File: src/rtl/regfield_pkg.sv
package regfield_pkg;

  typedef enum logic [2:0] {
    ACC_R    = 3'd0,
    ACC_RW   = 3'd1,
    ACC_RW1  = 3'd2,
    ACC_RW1H = 3'd3,
    ACC_W1   = 3'd4,
    ACC_W    = 3'd5,
    ACC_RWH  = 3'd6
  } acc_e;

  localparam int unsigned DEF_NF = 7;
  localparam int unsigned DEF_LSB [DEF_NF] = '{0, 4, 8, 12, 16, 20, 24};
  localparam int unsigned DEF_WID [DEF_NF] = '{4, 4, 4, 4, 4, 4, 4};
  localparam acc_e DEF_ACC [DEF_NF] =
    '{ACC_RW, ACC_R, ACC_RW1, ACC_RW1H, ACC_W1, ACC_W, ACC_RWH};
  localparam logic [31:0] DEF_RST [DEF_NF] =
    '{32'h5, 32'h0, 32'h0, 32'h0, 32'h0, 32'h0, 32'hA};
  localparam bit DEF_KNOWN [DEF_NF] = '{1'b1, 1'b1, 1'b1, 1'b1, 1'b1, 1'b0, 1'b1};

endpackage

File: src/rtl/regfield_hw_mux.sv
module regfield_hw_mux #(
  parameter int unsigned W = 1
) (
  input  logic [W-1:0] set_i,
  input  logic [W-1:0] clr_i,
  input  logic [W-1:0] load_i,
  input  logic [W-1:0] hval_i,
  output logic [W-1:0] hit_o,
  output logic [W-1:0] nxt_o
);
  // per bit: load > set > clear
  always_comb begin
    for (int b = 0; b < int'(W); b++) begin
      hit_o[b] = load_i[b] | set_i[b] | clr_i[b];
      if (load_i[b])     nxt_o[b] = hval_i[b];
      else if (set_i[b]) nxt_o[b] = 1'b1;
      else               nxt_o[b] = 1'b0;
    end
  end
endmodule

File: src/rtl/regfield_cell.sv
module regfield_cell
  import regfield_pkg::*;
#(
  parameter int unsigned W         = 1,
  parameter acc_e        ACC       = ACC_RW,
  parameter logic [W-1:0] RST      = '0,
  parameter bit          RST_KNOWN = 1'b1
) (
  input  logic         clk_i,
  input  logic         rst_ni,
  input  logic         wr_i,
  input  logic [W-1:0] wd_i,
  input  logic [W-1:0] set_i,
  input  logic [W-1:0] clr_i,
  input  logic [W-1:0] load_i,
  input  logic [W-1:0] hval_i,
  output logic [W-1:0] val_o,
  output logic [W-1:0] rd_o
);
  localparam bit HW_EN = (ACC == ACC_R) || (ACC == ACC_RW1H) || (ACC == ACC_RWH);
  localparam bit RD_EN = (ACC != ACC_W1) && (ACC != ACC_W);

  logic [W-1:0] q, d, sw_d, hw_hit, hw_nxt, hw_take;

  regfield_hw_mux #(.W(W)) u_hw (
    .set_i (set_i),
    .clr_i (clr_i),
    .load_i(load_i),
    .hval_i(hval_i),
    .hit_o (hw_hit),
    .nxt_o (hw_nxt)
  );

  assign hw_take = HW_EN ? hw_hit : '0;

  always_comb begin
    unique case (ACC)
      ACC_RW, ACC_W, ACC_RWH: sw_d = wr_i ? wd_i : q;
      ACC_RW1, ACC_RW1H:      sw_d = q | (wr_i ? wd_i : '0);
      ACC_W1:                 sw_d = wr_i ? wd_i : '0;
      default:                sw_d = q;
    endcase
    d = (hw_take & hw_nxt) | (~hw_take & sw_d);
  end

  if (RST_KNOWN) begin : g_rst
    always_ff @(posedge clk_i or negedge rst_ni) begin
      if (!rst_ni) q <= RST;
      else         q <= d;
    end
  end else begin : g_norst
    always_ff @(posedge clk_i) q <= d;
  end

  assign val_o = q;
  assign rd_o  = RD_EN ? q : '0;
endmodule

File: src/rtl/acc_csr.sv
module acc_csr
  import regfield_pkg::*;
#(
  parameter int unsigned DW = 32,
  parameter int unsigned AW = 8,
  parameter logic [AW-1:0] ADDR = 8'h10,
  parameter int unsigned NF = DEF_NF,
  parameter int unsigned F_LSB [NF] = DEF_LSB,
  parameter int unsigned F_WID [NF] = DEF_WID,
  parameter acc_e        F_ACC [NF] = DEF_ACC,
  parameter logic [31:0] F_RST [NF] = DEF_RST,
  parameter bit          F_KNOWN [NF] = DEF_KNOWN
) (
  input  logic          clk_i,
  input  logic          rst_ni,
  input  logic [AW-1:0] addr_i,
  input  logic          we_i,
  input  logic [DW-1:0] wdata_i,
  input  logic          re_i,
  output logic [DW-1:0] rdata_o,
  input  logic [DW-1:0] hw_set_i,
  input  logic [DW-1:0] hw_clr_i,
  input  logic [DW-1:0] hw_load_i,
  input  logic [DW-1:0] hw_val_i,
  output logic [DW-1:0] value_o
);
  logic          sel, wr_hit, rd_hit;
  logic [DW-1:0] val_arr [NF];
  logic [DW-1:0] rd_arr  [NF];
  logic [DW-1:0] rd_vis;

  assign sel    = (addr_i == ADDR);
  assign wr_hit = we_i & sel;
  assign rd_hit = re_i & sel;

  for (genvar g = 0; g < int'(NF); g++) begin : g_fld
    localparam int unsigned FL = F_LSB[g];
    localparam int unsigned FW = F_WID[g];
    logic [FW-1:0] f_val, f_rd;

    regfield_cell #(
      .W        (FW),
      .ACC      (F_ACC[g]),
      .RST      (F_RST[g][FW-1:0]),
      .RST_KNOWN(F_KNOWN[g])
    ) u_cell (
      .clk_i (clk_i),
      .rst_ni(rst_ni),
      .wr_i  (wr_hit),
      .wd_i  (wdata_i[FL +: FW]),
      .set_i (hw_set_i[FL +: FW]),
      .clr_i (hw_clr_i[FL +: FW]),
      .load_i(hw_load_i[FL +: FW]),
      .hval_i(hw_val_i[FL +: FW]),
      .val_o (f_val),
      .rd_o  (f_rd)
    );

    assign val_arr[g] = DW'(f_val) << FL;
    assign rd_arr[g]  = DW'(f_rd) << FL;
  end

  // uncovered bits stay 0 on both views
  always_comb begin
    value_o = '0;
    rd_vis  = '0;
    for (int i = 0; i < int'(NF); i++) begin
      value_o = value_o | val_arr[i];
      rd_vis  = rd_vis | rd_arr[i];
    end
  end

  always_ff @(posedge clk_i or negedge rst_ni) begin
    if (!rst_ni) rdata_o <= '0;
    else         rdata_o <= rd_hit ? rd_vis : '0;
  end
endmodule

File: config.mk
export PLATFORM = sky130hd
export DESIGN_NAME = acc_csr
export DESIGN_NICKNAME = d
export VERILOG_FILES = /design/src/rtl/regfield_pkg.sv /design/src/rtl/regfield_hw_mux.sv /design/src/rtl/regfield_cell.sv /design/src/rtl/acc_csr.sv
export SDC_FILE = /design/constraint.sdc
export NUM_CORES = 1
export LEC_CHECK = 0
export ABC_CLOCK_PERIOD_IN_PS = 900
export CORE_UTILIZATION = 25
export CTS_CLUSTER_SIZE = 12
export DETAILED_ROUTE_END_ITERATION = 7
export GPL_TIMING_DRIVEN = 0
export HOLD_SLACK_MARGIN = 0.03
export MAX_ROUTING_LAYER = met4
export PLACE_DENSITY = 0.81
export SLEW_MARGIN = 20
export SYNTH_ARGS = -nofsm -noshare
export SYNTH_HDL_FRONTEND = slang
export SYNTH_SLANG_ARGS = --single-unit
File: constraint.sdc
create_clock -name clk_i -period 0.9 [get_ports clk_i]
set_input_delay 0.18 -clock clk_i [delete_from_list [all_inputs] [get_ports clk_i]]
set_output_delay 0.18 -clock clk_i [all_outputs]
set_load 0.02 [all_outputs]
==> metrics.log, run 1 <==
INFO  metric power_leakage = ~1.9 nW
INFO  metric clock-sinks = between 40 and 50
INFO  metric h-tree-depth = 2
INFO  metric outcome = finished with violations
INFO  metric std_cell_rows = 32
INFO  metric ys_warn_count = 0
INFO  metric fin_nets = a little over 500
INFO  metric worstSetupStartpoint = addr_i[0]
INFO  metric layout_min_cycle_time = roughly 1200 ps
INFO  metric final.period_utilization = 129%
INFO  metric ff_latch_area = ~0.0012 mm2
INFO  metric route.detailed.vias_per_inst = 4.06
INFO  metric async_reset_ff_share = 91.7%
INFO  metric antennaDiodeCount = 0
INFO  metric coreArea = roughly 0.008 mm2
INFO  metric number_of_enable_type_register_cells_in_the_synthesized_netlist = 4
INFO  metric worstSetupPathType = input port to register
INFO  metric synth_cells = around 170
INFO  metric grt.total_usage = around 13%
INFO  metric vias = 1,799
INFO  metric number_of_antenna_violations_at_the_first_check_in_global_routing = 0
INFO  metric final_cell_area = approximately 0.004 mm2
INFO  metric antenna_left = 0
INFO  metric post-route-drc-count = 0
INFO  metric setup.worst_path.end_class = register
INFO  metric hold_slack = -176 ps
INFO  metric drt-total-wl = 5.80 mm
INFO  metric finalClockSkew = between 4 and 5 ps
INFO  metric die-area = approximately 0.0087 mm2
INFO  metric avgSynthCellArea = around 12 um2
INFO  metric area_growth_syn_to_layout = 92.0%
INFO  metric fmax = about 860 MHz
INFO  metric worstPathArrival = roughly 1400 ps
INFO  metric power-per-cell-area = roughly 1300 mW/mm2
INFO  metric clk-insertion-delay-late = 300 ps
INFO  metric drt-pass1-iter-count = 4
INFO  metric maxSlewViolCount = 0
INFO  metric total_of_flip_flops_plus_latches_after_synthesis = 48
INFO  metric final-setup-viol-count = between 90 and 100
INFO  metric clockBufferDepth = 2
INFO  metric cts_tree = yes
INFO  metric worst_hold_path_type = input port to async pin
INFO  metric first_pass_grt_wire_length = roughly 8.5 mm
INFO  metric fillerInstances = 691
INFO  metric clockRootBuffer = clkbuf_8
INFO  metric placedInstanceArea = 0.00359 mm2
INFO  metric instances_no_fill = roughly 440
INFO  metric number_of_distinct_library_cells_after_synthesis = 26
INFO  metric grt.overflow.total = 0
INFO  metric gp_congestion = approximately 0.67
INFO  metric floorplan.initialDensity = approximately a quarter
INFO  metric start_kind = input port
INFO  metric drt-wirelength-per-cell = 13.1 um
INFO  metric failed_checks = negative hold slack, negative setup slack
INFO  metric placement.io_buffers = 131
INFO  metric dp.final_hpwl = ~4.3 mm
INFO  metric worst_path_max_delay_cell = nor4_4
INFO  metric clk_transition_reported_paths = ~90 ps
INFO  metric critical_path_peak_fanout = 6
INFO  metric post_route_cells_drive_above_1_share = about two fifths
INFO  metric unrepaired_setup_endpoints_after_global_routing = yes
INFO  metric final_core_util = just over 50%
INFO  metric pre_cts_slack = -969 ps
INFO  metric die_boundary_width = between 90 and 100 um
INFO  metric fin_total_pwr = between 5 and 6 mW
INFO  metric dp_cells = about 420
INFO  metric drv.max_cap_violation_count = 0
INFO  metric floorplan.die.height = slightly above 90 um
INFO  metric synth_sequential_area_ratio = about three fifths
INFO  metric grt_max_degree = 28
INFO  metric critPathRequiredTime = 1120 ps
INFO  metric final.setup.tns = -11,960 ps
INFO  metric worst-r2r-setup-slack = -150 ps
INFO  metric syn-cell-area = between 0.002 and 0.0025 mm2
INFO  metric final-hold-violation-count = 14
INFO  metric boundaryPins = between 200 and 250
INFO  metric vdd_ir_max = around 0.80 mV
INFO  metric multi_input_gate_area_in_the_final_layout = roughly 810 um2
INFO  metric crit_chain = buf_6, nor4_4, nand3_4, inv_8, buf_12, mux2_4
INFO  metric yosys_most_used_dff = dfrtp_1
INFO  metric vias_in_the_first_global_route = approximately 1,800
INFO  metric timing.critical_path.slowest_cell_delay = ~360 ps
INFO  metric drt_iter0_markers = 8
INFO  metric cts-buffers-inserted = 5
INFO  metric setup_ws = -265 ps
-- synthesized netlist by cell type (2+ instances only) --
cell type,n,area [um2]
a21o_2,4,35.0
a21oi_1,12,60.1
and2_1,20,125
and2_2,4,30.0
buf_4,16,120
clkbuf_2,2,10.0
dfrtp_1,40,1000
dfstp_2,4,105
edfxtp_1,4,120
inv_1,4,15.0
mux2_2,7,78.8
nand2_1,4,15.0
nand2b_1,12,75.1
nor2_1,4,15.0
nor2b_1,8,50.1
o21ai_0,8,40.0
o31ai_1,4,30.0
or4b_2,4,40.0
-- metal layers --
| metal | track usage, % | part of all wire, % | routed length, um | vias to the layer above |
|---|---|---|---|---|
| li1 | - | - | - | 875 |
| met1 | 14.9 | 42 | 2410 | 804 |
| met2 | 23.7 | 49 | 2850 | 114 |
| met3 | 2.68 | 8.0 | 461 | 6 |
| met4 | 4.87 | 1.3 | 78 | 0 |
| met5 | - | 0 | 0 | - |
-- cell usage in the layout, fill, tap and decap left out, drive strengths merged --
cell type       n
nand3           1
and3            1
nor4            1
nor4b           1
o21ai           8
a21o            4
edfxtp          4
clkdlybuf4s15   2
and2           24
o31ai           4
nor2b           8
bufinv          2
dfstp           4
nor2            4
clkdlybuf4s50  59
conb           16
buf            89
mux2            8
a21oi          12
or4b            4
dlygate4sd2    15
nand2b         12
dfrtp          40
inv             6
clkbuf          8
nand2           4
-- report_power, final --
part / switching, mW / leakage, nW / internal, mW
clock network: 0.715 / 0.0654 / 1.11
logic: 0.383 / 1.24 / 0.603
registers: 0.0554 / 0.609 / 2.25
total: 1.15 / 1.91 / 3.97
-- path summary, 6_finish.rpt --
path,end,depth (start not counted)
worst min-delay path,rdata_o[15],1
worst max-delay path,register,6
min in group clk_i,g_fld[3].u_cell.rd_o[3],3
max in group asynchronous,async pin,2
worst min register to register,g_fld[2].u_cell.rd_o[2],1
worst max register to register,register,4
-- kinds of logic (layout without fill, tap and decap cells) --
group / after synthesis / count (layout) / synth area share, %
compound gates: 28 / 28 / 7.93
mux: 8 / 8 / 4.51
other cells: 1 / 16 / 0.180
buf+inv: 24 / 181 / 8.35
simple gates: 60 / 60 / 20.1
flops: 48 / 48 / 58.9
-- timing repair --
action	in CTS	in global routing
resized for setup	351	16
buffers inserted	14	2
hold endpoints to repair	14	14
pin swaps	16	5
setup endpoints to repair	92	94
cloned	2	1
-- cell type report --
cell class,count,area share (%)
timing repair inverter,1,0.156
multi-input combinational,112,20.4
timing repair buffer,148,37.1
inverter,5,0.657
clock buffer,6,1.82
sequential,48,30.7
tap,102,3.19
buffer,19,4.51
clock inverter,2,1.50
-- worst max-delay path: cells and delay by family --
kind | cells | cell delay [ps]
buffers and inverters | 3 | 350
muxes | 1 | 290
and+or+nand+nor | 2 | 550
(Power assumes the default switching activity.)
==> inputs of run 2 (changes only) <==
--- a/config.mk
+++ b/config.mk
@@ -17,3 +17,4 @@
 export SYNTH_ARGS = -nofsm -noshare
 export SYNTH_HDL_FRONTEND = slang
 export SYNTH_SLANG_ARGS = --single-unit
+export TNS_END_PERCENT = 30
==> run 2 against run 1 <==
- the run still ends with negative hold slack, negative setup slack left
- first-iteration DRC count rose by 63%
- worst setup slack improved by 13 ps
- combinational power fell by 7.6%
- register-to-register slack barely moved
- non-clock buffer count fell by 6
- sequential share of layout area rose by 2.3 points
- hold slack got worse by 17 ps
- count of clock-buffer cells in the layout fell by 1
- core utilization fell by 3.5 points
- power fell by 7.3%
- final area fell by 7.0%
- critical path type unchanged
- largest power group unchanged
==> metrics.log, run 2 (synthesis results as in run 1) <==
INFO  metric worst-r2r-setup-slack = -150 ps
INFO  metric p_clk_share = between 30% and 40%
INFO  metric maxSlewViolCount = 0
INFO  metric h-tree-depth = 2
INFO  metric post-route-drc-count = 0
INFO  metric fmax = 868 MHz
INFO  metric clock-sinks = 48
INFO  metric mostFrequentLayoutCells = 60 x clkdlybuf4s50_1, 40 x dfrtp_1, 37 x buf_2
INFO  metric setup_ws = -252 ps
INFO  metric layout_commonest_cell = clkdlybuf4s50_1
INFO  metric std_cell_rows = 32
INFO  metric worstPathArrival = between 1000 and 1500 ps
INFO  metric clockRootBuffer = clkbuf_8
INFO  metric vdd_ir_max = around 0.57 mV
INFO  metric drt-total-wl = between 5 and 6 mm
INFO  metric final.period_utilization = 128%
INFO  metric combinationalPowerShare = between 10% and 20%
INFO  metric cts-buffers-inserted = 5
INFO  metric number_of_antenna_violations_at_the_first_check_in_global_routing = 0
INFO  metric final-hold-violation-count = 15
INFO  metric antenna_left = 0
INFO  metric vias_in_the_first_global_route = approximately 1,900
INFO  metric worst_hold_path_type = input port to async pin
INFO  metric critPathRequiredTime = approximately 1100 ps
INFO  metric critical_path_peak_fanout = 5
INFO  metric route.detailed.vias_per_inst = about 4.2
INFO  metric die-area = just under 0.009 mm2
INFO  metric grt.total_usage = between 10% and 20%
INFO  metric clk_transition_reported_paths = about 90 ps
INFO  metric dp.final_hpwl = approximately 4.4 mm
INFO  metric setup.worst_path.end_class = register
INFO  metric drt_iter0_markers = 13
INFO  metric power_frac_seq = roughly half
INFO  metric power_internal = roughly 3.6 mW
INFO  metric grt.overflow.total = 0
INFO  metric fin_nets = just over 500
INFO  metric power_leakage = roughly 1.8 nW
INFO  metric switching_share = a little under a quarter
INFO  metric post_route_cells_drive_above_1_share = roughly 38%
INFO  metric placement.io_buffers = roughly 130
INFO  metric pre_cts_slack = -1030 ps
INFO  metric layout_min_cycle_time = roughly 1200 ps
INFO  metric hold_slack = -192 ps
INFO  metric cells_on_worst_reg2reg_path = 4
INFO  metric antennaDiodeCount = 0
INFO  metric grt_max_degree = 28
INFO  metric outcome = finished with violations
INFO  metric finalClockSkew = roughly 7.4 ps
INFO  metric coreArea = between 0.007 and 0.008 mm2
INFO  metric unrepaired_setup_endpoints_after_global_routing = yes
INFO  metric die_boundary_width = 93.3 um
INFO  metric start_kind = input port
INFO  metric final-setup-viol-count = about 90
INFO  metric boundaryPins = 236
INFO  metric final.setup.tns = -10,550 ps
INFO  metric power_switching = 1.13 mW
INFO  metric drv.max_cap_violation_count = 0
INFO  metric clk-insertion-delay-late = approximately 300 ps
INFO  metric cts_tree = yes
INFO  metric floorplan.die.height = approximately 93 um
INFO  metric fin_total_pwr = 4.75 mW
INFO  metric vias = ~1,800
INFO  metric area_growth_syn_to_layout = 78.6%
INFO  metric failed_checks = negative hold slack, negative setup slack
INFO  metric power-per-cell-area = between 1000 and 1500 mW/mm2
INFO  metric drt-pass1-iter-count = 4
INFO  metric final_core_util = around 47%
INFO  metric gp_congestion = 0.715
INFO  metric first_pass_grt_wire_length = between 8 and 9 mm
INFO  metric clockBufferDepth = 2
INFO  metric worstSetupPathType = input port to register
INFO  metric drt-wirelength-per-cell = ~13 um
INFO  metric floorplan.initialDensity = between 20% and 30%
## run 2: cell count changes in the layout (fill, tap and decap cells not counted), sizes merged
cell and change:
dlymetal6s2s +4, buf -7, dlygate4sd2 -5, clkinv +2
clkdlybuf4s50 +1, bufinv -1
## run 2: final cells by class
cell class                 instances  area, um2
timing repair inverter             1       6.26
clock buffer                       5       68.8
timing repair buffer             142       1260
tap                              102        128
clock inverter                     3       42.5
multi-input combinational        112        793
buffer                            19        168
sequential                        48       1230
fill                             721       4170
inverter                           5       26.3
## run 2: stage by stage
step                instance area (um2)  cells
floorplan                          2140    184
CTS                                3640    437
global route                       3720    437
finish                             3720    437
global placement                   3580    417
detailed placement                 3590    418
## run 2: power groups by stage
stage | Sequential (mW) | Combinational [mW] | Clock (mW)
final | 2.30 | 0.911 | 1.54
after global routing | 2.31 | 0.978 | 1.69
after CTS | 2.30 | 0.896 | 1.61
after detailed placement | 2.34 | 0.915 | 0
after global placement | 2.34 | 0.888 | 0
after floorplan | 2.41 | 0.247 | 0
## run 2: how the worst max path moves through the flow
stage,startpoint,endpoint,slack [ps],cells past startpoint
4_1_cts,addr_i[0],register,-270,6
3_3_place_gp,rst_ni,rdata_o[15],-1580,1
5_1_grt,g_fld[0].u_cell.rd_o[0],value_o[0],-280,1
3_5_place_dp,addr_i[7],register,-1030,6
2_1_floorplan,addr_i[5],register,-320,5
6_report,addr_i[0],register,-250,6
## run 2: what timing repair did
item                       CTS  global route
setup endpoints to repair   92            92
gates resized for setup    265            30
hold endpoints to repair    15            15
cloned                       2             0
pin swaps                    8            10
buffers inserted             9             1
## run 2: metal layers
layer / GRT usage, % / vias up / share of wire [%]
li1: - / 858 / -
met1: 15.0 / 833 / 40
met3: 3.74 / 9 / 9.3
met5: - / - / 0
met2: 23.7 / 117 / 49
met4: 5.00 / 0 / 1.9
## run 2: worst max-delay path, stage by stage
cell     delay (ps)
buf_6            90
nor4_4          360
nand3_4         190
inv_8           130
buf_12          120
mux2_4          290
==> inputs of run 3 (changes only) <==
--- a/config.mk
+++ b/config.mk
@@ -5,7 +5,6 @@
 export SDC_FILE = /design/constraint.sdc
 export NUM_CORES = 1
 export LEC_CHECK = 0
-export ABC_CLOCK_PERIOD_IN_PS = 900
 export CORE_UTILIZATION = 25
 export CTS_CLUSTER_SIZE = 12
 export DETAILED_ROUTE_END_ITERATION = 7
==> results of run 3 <==
Same layout as run 2: the final DEF is identical, and so are final timing and power.
